<file path="src/rtl/win_dec_pkg.sv">
package win_dec_pkg;

    localparam int ADDR_W   = 32;
    localparam int AM_W     = 6;
    localparam int PART_W   = 5;
    localparam int OFS_W    = 8;
    localparam int OFS_LSB  = 19;
    localparam int PART_LSB = OFS_LSB + OFS_W;   // 27
    localparam int NARROW_W = 24;
    localparam int HI_W     = ADDR_W - OFS_LSB;  // partition + offset bits

    typedef enum logic [1:0] {
        AM_REJECT = 2'd0,
        AM_EXT32  = 2'd1,
        AM_STD24  = 2'd2
    } am_kind_e;

    typedef struct packed {
        logic [PART_W-1:0] part;
        logic [OFS_W-1:0]  lo;
        logic [OFS_W-1:0]  hi;
    } win_cfg_t;

    typedef struct packed {
        logic accept;
        logic narrow;
    } am_verdict_t;

    // Memory codes: the low nibble must be a data/program space code, the
    // upper pair selects 32-bit (00) or 24-bit (11) addressing.
    function automatic am_kind_e classify_am(input logic [AM_W-1:0] code);
        logic nib_ok;
        nib_ok = code[3] && (code[1:0] != 2'b00);
        unique case (code[5:4])
            2'b00:   classify_am = nib_ok ? AM_EXT32 : AM_REJECT;
            2'b11:   classify_am = nib_ok ? AM_STD24 : AM_REJECT;
            default: classify_am = AM_REJECT;
        endcase
    endfunction

    function automatic win_cfg_t decode_straps(input logic [PART_W-1:0] part_n,
                                               input logic [OFS_W-1:0]  lo_n,
                                               input logic [OFS_W-1:0]  hi_n);
        win_cfg_t c;
        c.part = ~part_n;
        c.lo   = ~lo_n;
        c.hi   = ~hi_n;
        return c;
    endfunction

endpackage

</file>
<file path="src/rtl/win_am_filter.sv">
module win_am_filter
    import win_dec_pkg::*;
(
    input  logic [AM_W-1:0] code,
    input  logic            wide_only,
    output am_verdict_t     verdict
);
    am_kind_e kind;

    always_comb begin
        kind = classify_am(code);
        verdict.narrow = (kind == AM_STD24);
        unique case (kind)
            AM_EXT32: verdict.accept = 1'b1;
            AM_STD24: verdict.accept = ~wide_only;
            default:  verdict.accept = 1'b0;
        endcase
    end
endmodule

</file>
<file path="src/rtl/win_addr_map.sv">
module win_addr_map
    import win_dec_pkg::*;
#(
    parameter int MEM_LOG2 = 22,
    localparam int ARR_W   = MEM_LOG2 - 2
) (
    input  logic [ADDR_W-1:0] addr,
    input  logic              narrow,
    output logic [HI_W-1:0]   eff_hi,
    output logic [ARR_W-1:0]  arr_idx
);
    localparam int ZERO_W = ADDR_W - NARROW_W;

    // Upper part used by the window compare.
    always_comb begin
        if (narrow)
            eff_hi = {{ZERO_W{1'b0}}, addr[NARROW_W-1:OFS_LSB]};
        else
            eff_hi = addr[ADDR_W-1:OFS_LSB];
    end

    // Long-word index; only sizes above the 24-bit span need masking.
    generate
        if (MEM_LOG2 > NARROW_W) begin : g_big
            localparam int TOP_W = MEM_LOG2 - NARROW_W;
            assign arr_idx = {addr[MEM_LOG2-1:NARROW_W] & {TOP_W{~narrow}},
                              addr[NARROW_W-1:2]};
        end else begin : g_small
            assign arr_idx = addr[MEM_LOG2-1:2];
        end
    endgenerate
endmodule

</file>
<file path="src/rtl/win_range_cmp.sv">
module win_range_cmp
    import win_dec_pkg::*;
(
    input  logic [HI_W-1:0] eff_hi,
    input  win_cfg_t        cfg,
    output logic            in_window
);
    logic [PART_W-1:0] a_part;
    logic [OFS_W-1:0]  a_ofs;
    logic              part_eq;
    logic              above_lo;
    logic              below_hi;

    always_comb begin
        a_part    = eff_hi[HI_W-1:OFS_W];
        a_ofs     = eff_hi[OFS_W-1:0];
        part_eq   = (a_part == cfg.part);
        above_lo  = (a_ofs >= cfg.lo);
        below_hi  = (a_ofs <= cfg.hi);
        // A crossed pair (lo > hi) leaves no offset satisfying both bounds.
        in_window = part_eq && above_lo && below_hi;
    end
endmodule

</file>
<file path="src/rtl/win_slave_decode.sv">
module win_slave_decode
    import win_dec_pkg::*;
#(
    parameter int MEM_LOG2 = 22,
    localparam int ARR_W   = MEM_LOG2 - 2
) (
    input  logic              clk,
    input  logic              rst,
    input  logic              strobe,
    input  logic [31:0]       addr,
    input  logic [5:0]        mod_code,
    input  logic              wide_only,
    input  logic [4:0]        cfg_part_n,
    input  logic [7:0]        cfg_start_n,
    input  logic [7:0]        cfg_end_n,
    output logic              sel,
    output logic [ARR_W-1:0]  arr_addr
);
    am_verdict_t       verdict;
    win_cfg_t          cfg;
    logic [HI_W-1:0]   eff_hi;
    logic [ARR_W-1:0]  idx_next;
    logic              in_window;
    logic              hit_next;
    logic              strobe_q;
    logic              take;
    logic              unused_byte_lane;

    assign unused_byte_lane = ^addr[1:0];
    assign cfg = decode_straps(cfg_part_n, cfg_start_n, cfg_end_n);

    win_am_filter u_am (
        .code      (mod_code),
        .wide_only (wide_only),
        .verdict   (verdict)
    );

    win_addr_map #(.MEM_LOG2(MEM_LOG2)) u_map (
        .addr    (addr),
        .narrow  (verdict.narrow),
        .eff_hi  (eff_hi),
        .arr_idx (idx_next)
    );

    win_range_cmp u_cmp (
        .eff_hi    (eff_hi),
        .cfg       (cfg),
        .in_window (in_window)
    );

    assign hit_next = verdict.accept && in_window;
    assign take     = strobe && !strobe_q;

    always_ff @(posedge clk) begin
        if (rst) begin
            strobe_q <= 1'b0;
            sel      <= 1'b0;
            arr_addr <= '0;
        end else begin
            strobe_q <= strobe;
            if (!strobe) begin
                sel <= 1'b0;
            end else if (take) begin
                sel      <= hit_next;
                arr_addr <= idx_next;
            end
        end
    end
endmodule

</file>
<file path="config.mk">
export PLATFORM = sky130hd
export DESIGN_NAME = win_slave_decode
export DESIGN_NICKNAME = d
export VERILOG_FILES = /design/src/rtl/win_dec_pkg.sv /design/src/rtl/win_am_filter.sv /design/src/rtl/win_addr_map.sv /design/src/rtl/win_range_cmp.sv /design/src/rtl/win_slave_decode.sv
export SDC_FILE = /design/constraint.sdc
export NUM_CORES = 1
export LEC_CHECK = 0
export CORE_MARGIN = 8
export CORE_UTILIZATION = 44
export CTS_CLUSTER_DIAMETER = 50
export CTS_CLUSTER_SIZE = 12
export DETAILED_ROUTE_END_ITERATION = 6
export MAX_ROUTING_LAYER = met4
export PLACE_DENSITY = 0.86
export REMOVE_ABC_BUFFERS = 1
export SLEW_MARGIN = 15
export SYNTH_ARGS = -nofsm -noshare
export SYNTH_HDL_FRONTEND = slang
export SYNTH_HIERARCHICAL = 1
export SYNTH_SLANG_ARGS = --single-unit
</file>
<file path="constraint.sdc">
create_clock -name clk -period 5.6 [get_ports clk]
set_input_delay 1.68 -clock clk [delete_from_list [all_inputs] [get_ports clk]]
set_output_delay 1.68 -clock clk [all_outputs]
set_load 0.01 [all_outputs]
</file>
### Yosys cells after proc, flatten, opt, wreduce, memory -nomap -nowiden

Index checks and enable logic that the tools add are counted.

* add/subtract/negate cells: 0
* $mul: 0
* divide/modulo/power cells: 0
* order comparisons: 2
* equal/unequal tests: 4
* shift operators: 0
* mux-type cells: 5
* bitwise gates (word level): 5
* reduce and logical (&&, ||, !) cells: 10

Operators by type and width (count)
* $not A8 Y8: 2
* $mux W13: 1
* $ge A8 B8 Y1: 1
* $le A8 B8 Y1: 1
* $eq A5 B5 Y1: 1
* $logic_and A1 B1 Y1: 5
* $not A5 Y5: 1
* $eq A2 B2 Y1 const B: 2
* $pmux W2 S2: 1
* $eq A2 B1 Y1 const B: 1
* $logic_not A2 Y1: 1
* $mux W2: 1
* $not A1 Y1: 2
* $pmux W1 S2: 1
* $reduce_and A2 Y1: 1
* $reduce_bool A2 Y1: 1
* $reduce_or A2 Y1: 1
* $logic_not A1 Y1: 1
* $mux W1: 1

* register bits after elaboration: 22
* latch bits: 0
* RAM bits: 0
* bits in read-only memories: 0
* logic and storage cells: 29
* memories: 0

### Logic depth before layout (Yosys ltp)

Gate-level depths: netlist of the first run.

* word-level depth: 10
* mapped depth: 15
* depth with buffers taken out: 15

### Modules after synthesis

Netlist of the first run, hierarchy kept.

Modules (own cells, without submodules)
* win_slave_decode: times used 1, cells an instance 116, area an instance 839.6 um^2
* win_range_cmp: times used 1, cells an instance 60, area an instance 499.2 um^2
* win_addr_map: times used 1, cells an instance 33, area an instance 237.7 um^2
* win_am_filter: times used 1, cells an instance 15, area an instance 111.4 um^2

### Worst setup path after synthesis of the first run

No wires, ideal clock.

* kind: input to register
* from: in mod_code[4]
* to: reg sel
* arrival: 3.782 ns
* data required time: 5.541 ns
* path slack: 1.760 ns
* cell stages on the path: 15
* buffers on the path: 0
* cells stage by stage: inv_1 ha_1 inv_1 or2_2 ha_1 nor2b_1 ha_1 nand4_1 nand2b_1 a21oi_2 nor4_2 o211a_1 nand2_1 o21ai_0 and2_1

RTL lines
* from (decl): RTL line win_slave_decode.sv:11 `input logic [5:0] mod_code,`
* to (signal assigned): RTL line win_slave_decode.sv:64 `sel <= hit_next;`
* to (decl): RTL line win_slave_decode.sv:16 `output logic sel,`

==> out/metrics.yaml, run 1 <==
yosys:
  synth_edf_count: 0
  synth_area_sq_um: 1690
  yosysTopAreaCell: "dfxtp_1"
  yosysSeqAreaShare_pct: 26.1
  synth_cells: 224
  synthTopCellsByArea: "dfxtp_1 26%, ha_1 15%, buf_4 12%, nand2_1 9.8%, inv_1 9.1%"
  ys_types: 31
  async_reset_ff_share_pct: 0
  avgSynthCellArea_sq_um: 7.54
  synth_ff_type: "dfxtp_1"
  yosysWarnings: 6
  ys_ff_latch: 22
  synth_top_area_share_pct: 26.1
global_routing:
  gr-total-overflow: 0
  grt_use_total_pct: 12.9
  antenna_found_initial: 0
  grt_max_degree: 22
  grt_pass1_wl_um: 6380
  grt_pass1_vias: 1458
floorplanning:
  fp-row-count: 22
  die_area_sq_um: 6070
  dieHeight_um: 77.9
  start_util_pct: 45.8
  io-pin-count: 84
  die_w_um: 77.9
  placeableCoreArea_sq_um: 3690
placed_design:
  placed_area_sq_um: 2340
  hpwl_um: 3270
  io_buffer_count: 80
  place_worst_setup_slack_ns: 0.988
  gp_congestion: 0.758
clock_network:
  post_cts_buffers: 0
  numCtsBuffers: 3
  clk_pin_slew_worst_paths_ns: 0.08
  cts.path.max_buffers: 2
  clock_latency_ns: 0.26
  ctsResizeCount: 0
  cts.sinks: 22
  cts_tree: "built"
  h-tree-depth: 1
  cts_hold_buffers: 0
  cts-root-buf: "clkbuf_8"
worst_setup_path:
  crit_fanout: 9
  r2r_end: "arr_addr[7]"
  worstRegToRegCells: 3
  worstSetupPathType: "input pin to flop"
  critPathCapture: "sel"
  critPathLaunchType: "input pin"
  arrival_ns: 4.54
  r2r_slack_ns: 4.23
  startpoint: "mod_code[4]"
  end_kind: "flop"
  r2r_start: "strobe_q"
  critical_path_required_ns: 5.81
timing:
  relSlewSlack_pct: 50.6
  finClkSkew_ns: 0.00412
  tns_ns: 0
  final-hold-violation-count: 0
  timing.fmax_ghz: 0.231
  slew_violations: 0
  timing.hold.ws_ns: 0.456
  setup_slack_ns: 1.27
  fin_crit_sh_pct: 77.4
  worst_pin_slew_ns: 0.739
  setup_violations: 0
  rsz0062_at_grt: "false"
  period_needed_ns: 4.33
run_status:
  status: "complete, no violations"
cells_and_area:
  utilization_pct: 65.3
  drive_gt1_share_pct: 5.04
  final_common_cell: "clkdlybuf4s50_1"
  final_cell_mix: "80 x clkdlybuf4s50_1, 44 x nand2_1, 41 x inv_1, 25 x a21oi_1, 22 x dfxtp_1"
  diodes: 0
  nets: 362
  final_area_sq_um: 2410
  syn2layout_area_growth_pct: 42.6
drt:
  drtIter0Drc: 67
  wirelength_um: 3840
  via_per_inst: 4.50
  vias: 1468
  route.detailed.drc: 0
  drtPass1Iterations: 4
  routedWlPerCell_um: 11.8
  ant_nets: 0
power:
  p_leak_nw: 1.10
  power.density_nw_per_um2: 183
  max-vdd-ir-drop_mv: 0.117
worst_hold_path:
  hp-class: "flop to flop"
job:
  drv_cap: 0
-- cell type report --
class                      instances  area (sq um)
clock inverter                     1          30.0
timing repair buffer              81           808
clock buffer                       3          41.3
tap                               48          60.1
multi-input combinational        130           873
fill                             321          1280
sequential                        22           440
inverter                          41           154
-- worst min path at each step --
stage,start,to,cells past startpoint
floorplan,arr_addr[0],arr_addr[0],2
global placement,arr_addr[3],arr_addr[3],2
detailed placement,arr_addr[9],arr_addr[9],2
CTS,arr_addr[2],arr_addr[2],2
global route,arr_addr[10],arr_addr[10],2
finish,arr_addr[13],arr_addr[13],2
-- synthesized netlist by cell type (3+ instances only) --
cell type and instances:
xnor2_1 3, o21ai_0 3, inv_1 41, nand2b_1 3, a21oi_1 25, dfxtp_1 22, ha_1 20, nand2_1 44
buf_4 27, nor2b_1 11
-- registers in the layout, summed over array words and instances (netlist names) --
name / flops
arr_addr: 20
sel: 1
strobe_q: 1
-- power breakdown --
| group | internal (mW) | leakage [nW] | switching, mW | total [mW] |
|---|---|---|---|---|
| Clock | 0.0954 | 0.0357 | 0.0505 | 0.146 |
| Combinational | 0.0764 | 0.879 | 0.0498 | 0.126 |
| Sequential | 0.165 | 0.181 | 0.00399 | 0.169 |
| Total | 0.337 | 1.10 | 0.104 | 0.441 |
-- metrics by stage --
step                      total power [mW]  std cells
after floorplan                      0.228        193
after detailed placement             0.299        322
after global placement               0.296        322
after global routing                 0.469        326
final                                0.441        326
after CTS                            0.446        326
-- kinds of logic after synthesis --
| kind of cell | after synthesis | share of synthesized area (%) |
|---|---|---|
| AOI/OAI and AO/OA | 36 | 14.0 |
| xor gates and xnor gates | 5 | 2.59 |
| adders and majority gates | 20 | 14.8 |
| buffers and inverters | 72 | 22.2 |
| DFF | 22 | 26.1 |
| and+or+nand+nor | 69 | 20.3 |
-- worst max-delay path: stages --
cell and delay [ns]:
clkdlybuf4s50_1 0.48, inv_1 0.05, ha_1 0.30, nor3b_1 0.20, ha_1 0.37, nor2b_1 0.12, ha_1 0.32, nand4_1 0.11
nand2b_1 0.13, a21oi_2 0.05, nor4_2 0.27, o211a_1 0.18, nand2_1 0.04, o21ai_0 0.12, and2_1 0.13
-- layer usage --
metal	wire, um	track usage (%)	up-vias	share of wire [%]
met3	252	4.38	4	6.6
met4	44	3.33	0	1.1
met1	1550	13.4	639	41
met5	0	-	-	0
met2	1990	22.9	45	52
li1	-	-	780	-
Power figures use the tool's default switching activity.
==> inputs of run 2 (changes only) <==
Settings changed: CORE_UTILIZATION 44 to 41, PLACE_DENSITY 0.86 to 0.81.
Clock period 5.6 ns to 4.55 ns, I/O delays scaled along.
==> run 2 against run 1 <==
Effect of this change: register-to-register slack got worse by 1.0 ns; setup slack got worse by 0.69 ns; via count down 0.68%; total power grew 13%; clock-buffer cell count is 1 higher; flip-flop and latch count unchanged; critical path type unchanged; largest cell class unchanged; highest routed layer unchanged.
==> out/metrics.yaml, run 2 (synthesis gave the netlist of run 1 again) <==
drt:
  routedWlPerCell_um: 12.0
  via_per_inst: 4.45
  wirelength_um: 3950
  drtPass1Iterations: 4
  drtIter0Drc: 72
  vias: 1458
  route.detailed.drc: 0
  ant_nets: 0
cells_and_area:
  num-fill-cells: 363
  diodes: 0
  seq_area_sq_um: 440
  multi_input_area_sq_um: 873
  final_common_cell: "clkdlybuf4s50_1"
  largest_reg_flops: 20
  final_cell_mix: "80 x clkdlybuf4s50_1, 44 x nand2_1, 41 x inv_1, 25 x a21oi_1, 22 x dfxtp_1"
  drive_gt1_share_pct: 5.04
  syn2layout_area_growth_pct: 41.8
  largestRegisters: "arr_addr: 20 flops, sel: 1 flops, strobe_q: 1 flops"
  nets: 362
  largest_register: "arr_addr"
worst_setup_path:
  path_depth: 15
  cp_top_family: "simple AND/OR/NAND/NOR gates"
  crit_fanout: 9
  arrival_ns: 4.18
  worstRegToRegCells: 3
  end_kind: "flop"
  critPathBufInv: 2
  r2r_start: "strobe_q"
  critPathLaunchType: "input pin"
  max_stage_delay_ns: 0.47
  crit_top_cell: "ha_1"
  worstSetupPathType: "input pin to flop"
  crit_chain: "clkdlybuf4s50_1, inv_1, ha_1, nor3b_1, ha_1, nor2b_1, ha_1, nand4_1, nand2b_1, a21oi_2, nor4_2, o211a_1, nand2_1, o21ai_0, and2_1"
  r2r_end: "arr_addr[10]"
  slowest_stage: "clkdlybuf4s50_1"
  critical_path_required_ns: 4.76
  r2r_slack_ns: 3.20
timing:
  worst_pin_slew_ns: 0.769
  timing.fmax_ghz: 0.252
  slew_violations: 0
  rsz0062_at_grt: "false"
  fin_crit_sh_pct: 87.3
  period_needed_ns: 3.97
  tns_ns: 0
  relSlewSlack_pct: 48.6
  final-hold-violation-count: 0
  setup_violations: 0
  finClkSkew_ns: 0.00401
  timing.hold.ws_ns: 0.456
global_routing:
  grt_use_total_pct: 12.2
  grt_pass1_vias: 1467
  gr-total-overflow: 0
  antenna_found_initial: 0
  grt_max_degree: 22
  grt_pass1_wl_um: 6300
run_status:
  status: "complete, no violations"
clock_network:
  cts.sinks: 22
  cts_tree: "built"
  ctsResizeCount: 0
  cts.path.max_buffers: 2
  clk_pin_slew_worst_paths_ns: 0.07
  h-tree-depth: 1
  cts-root-buf: "clkbuf_8"
  numCtsBuffers: 3
  clock_latency_ns: 0.25
  post_cts_buffers: 0
  cts_hold_buffers: 0
worst_hold_path:
  min_path_cells: 2
  worstHoldStart: "arr_addr[3]"
  min_to: "arr_addr[3]"
  hp-class: "flop to flop"
placed_design:
  io_buffer_count: 80
  gp_congestion: 0.773
  hpwl_um: 3330
power:
  p_leak_nw: 1.09
  power_uw: 498
  max-vdd-ir-drop_mv: 0.140
  power.density_nw_per_um2: 208
floorplanning:
  die_w_um: 80.2
  fp-row-count: 23
  dieHeight_um: 80.2
  placeableCoreArea_sq_um: 3970
  io-pin-count: 84
  die_area_sq_um: 6430
  start_util_pct: 42.5
job:
  drv_cap: 0
==> run 2: final cells by class <==
class	instances	area share [%]
well taps	50	2.61
clock buffers	4	2.30
repair buffers	81	33.8
inverters	41	6.43
flip-flops and latches	22	18.4
multi-input cells	130	36.5
==> run 2: worst max path at each step <==
stage,slack [ns],end,from
after floorplan,1.02,sel,mod_code[4]
after global placement,0.34,sel,mod_code[4]
after detailed placement,0.28,sel,mod_code[4]
after CTS,0.55,sel,mod_code[4]
after global routing,0.31,sel,mod_code[4]
final,0.58,sel,mod_code[4]
==> run 2: through the flow <==
step | utilization, % | instances | instance area (sq um) | worst slack (ns)
2_1_floorplan | - | 193 | 1470 | 1.02
3_3_place_gp | 58.9 | 324 | 2340 | 0.337
3_5_place_dp | 58.9 | 324 | 2340 | 0.278
4_1_cts | 60.3 | 328 | 2390 | 0.545
5_1_grt | 60.3 | 328 | 2390 | 0.312
6_report | 60.3 | 328 | 2390 | 0.578
==> run 2: layer usage <==
metal  up-vias  share of wire (%)  GRT usage, %
li1        780                  -             -
met1       633                 40          12.8
met2        41                 54          22.3
met3         4                5.0          2.79
met4         0                1.5          3.45
met5         -                  0             -
==> run 2: where the power goes <==
group,internal [mW],leakage [nW],total [mW],switching [mW]
clock network,0.0769,0.0288,0.134,0.0567
logic,0.0942,0.879,0.156,0.0622
registers,0.203,0.181,0.208,0.00504
total,0.374,1.09,0.498,0.124
==> run 2: worst min-delay path, delay by kind of cell, from the launching register on <==
kind / cells / cell delay [ns]
simple gates: 1 / 0.05
compound gates: 1 / 0.05
flops: 1 / 0.31
==> inputs of run 3 (changes only) <==
Settings changed: CAP_MARGIN set to 30.
==> results of run 3 <==
No change in the layout: final DEF, timing and power equal those of run 2.
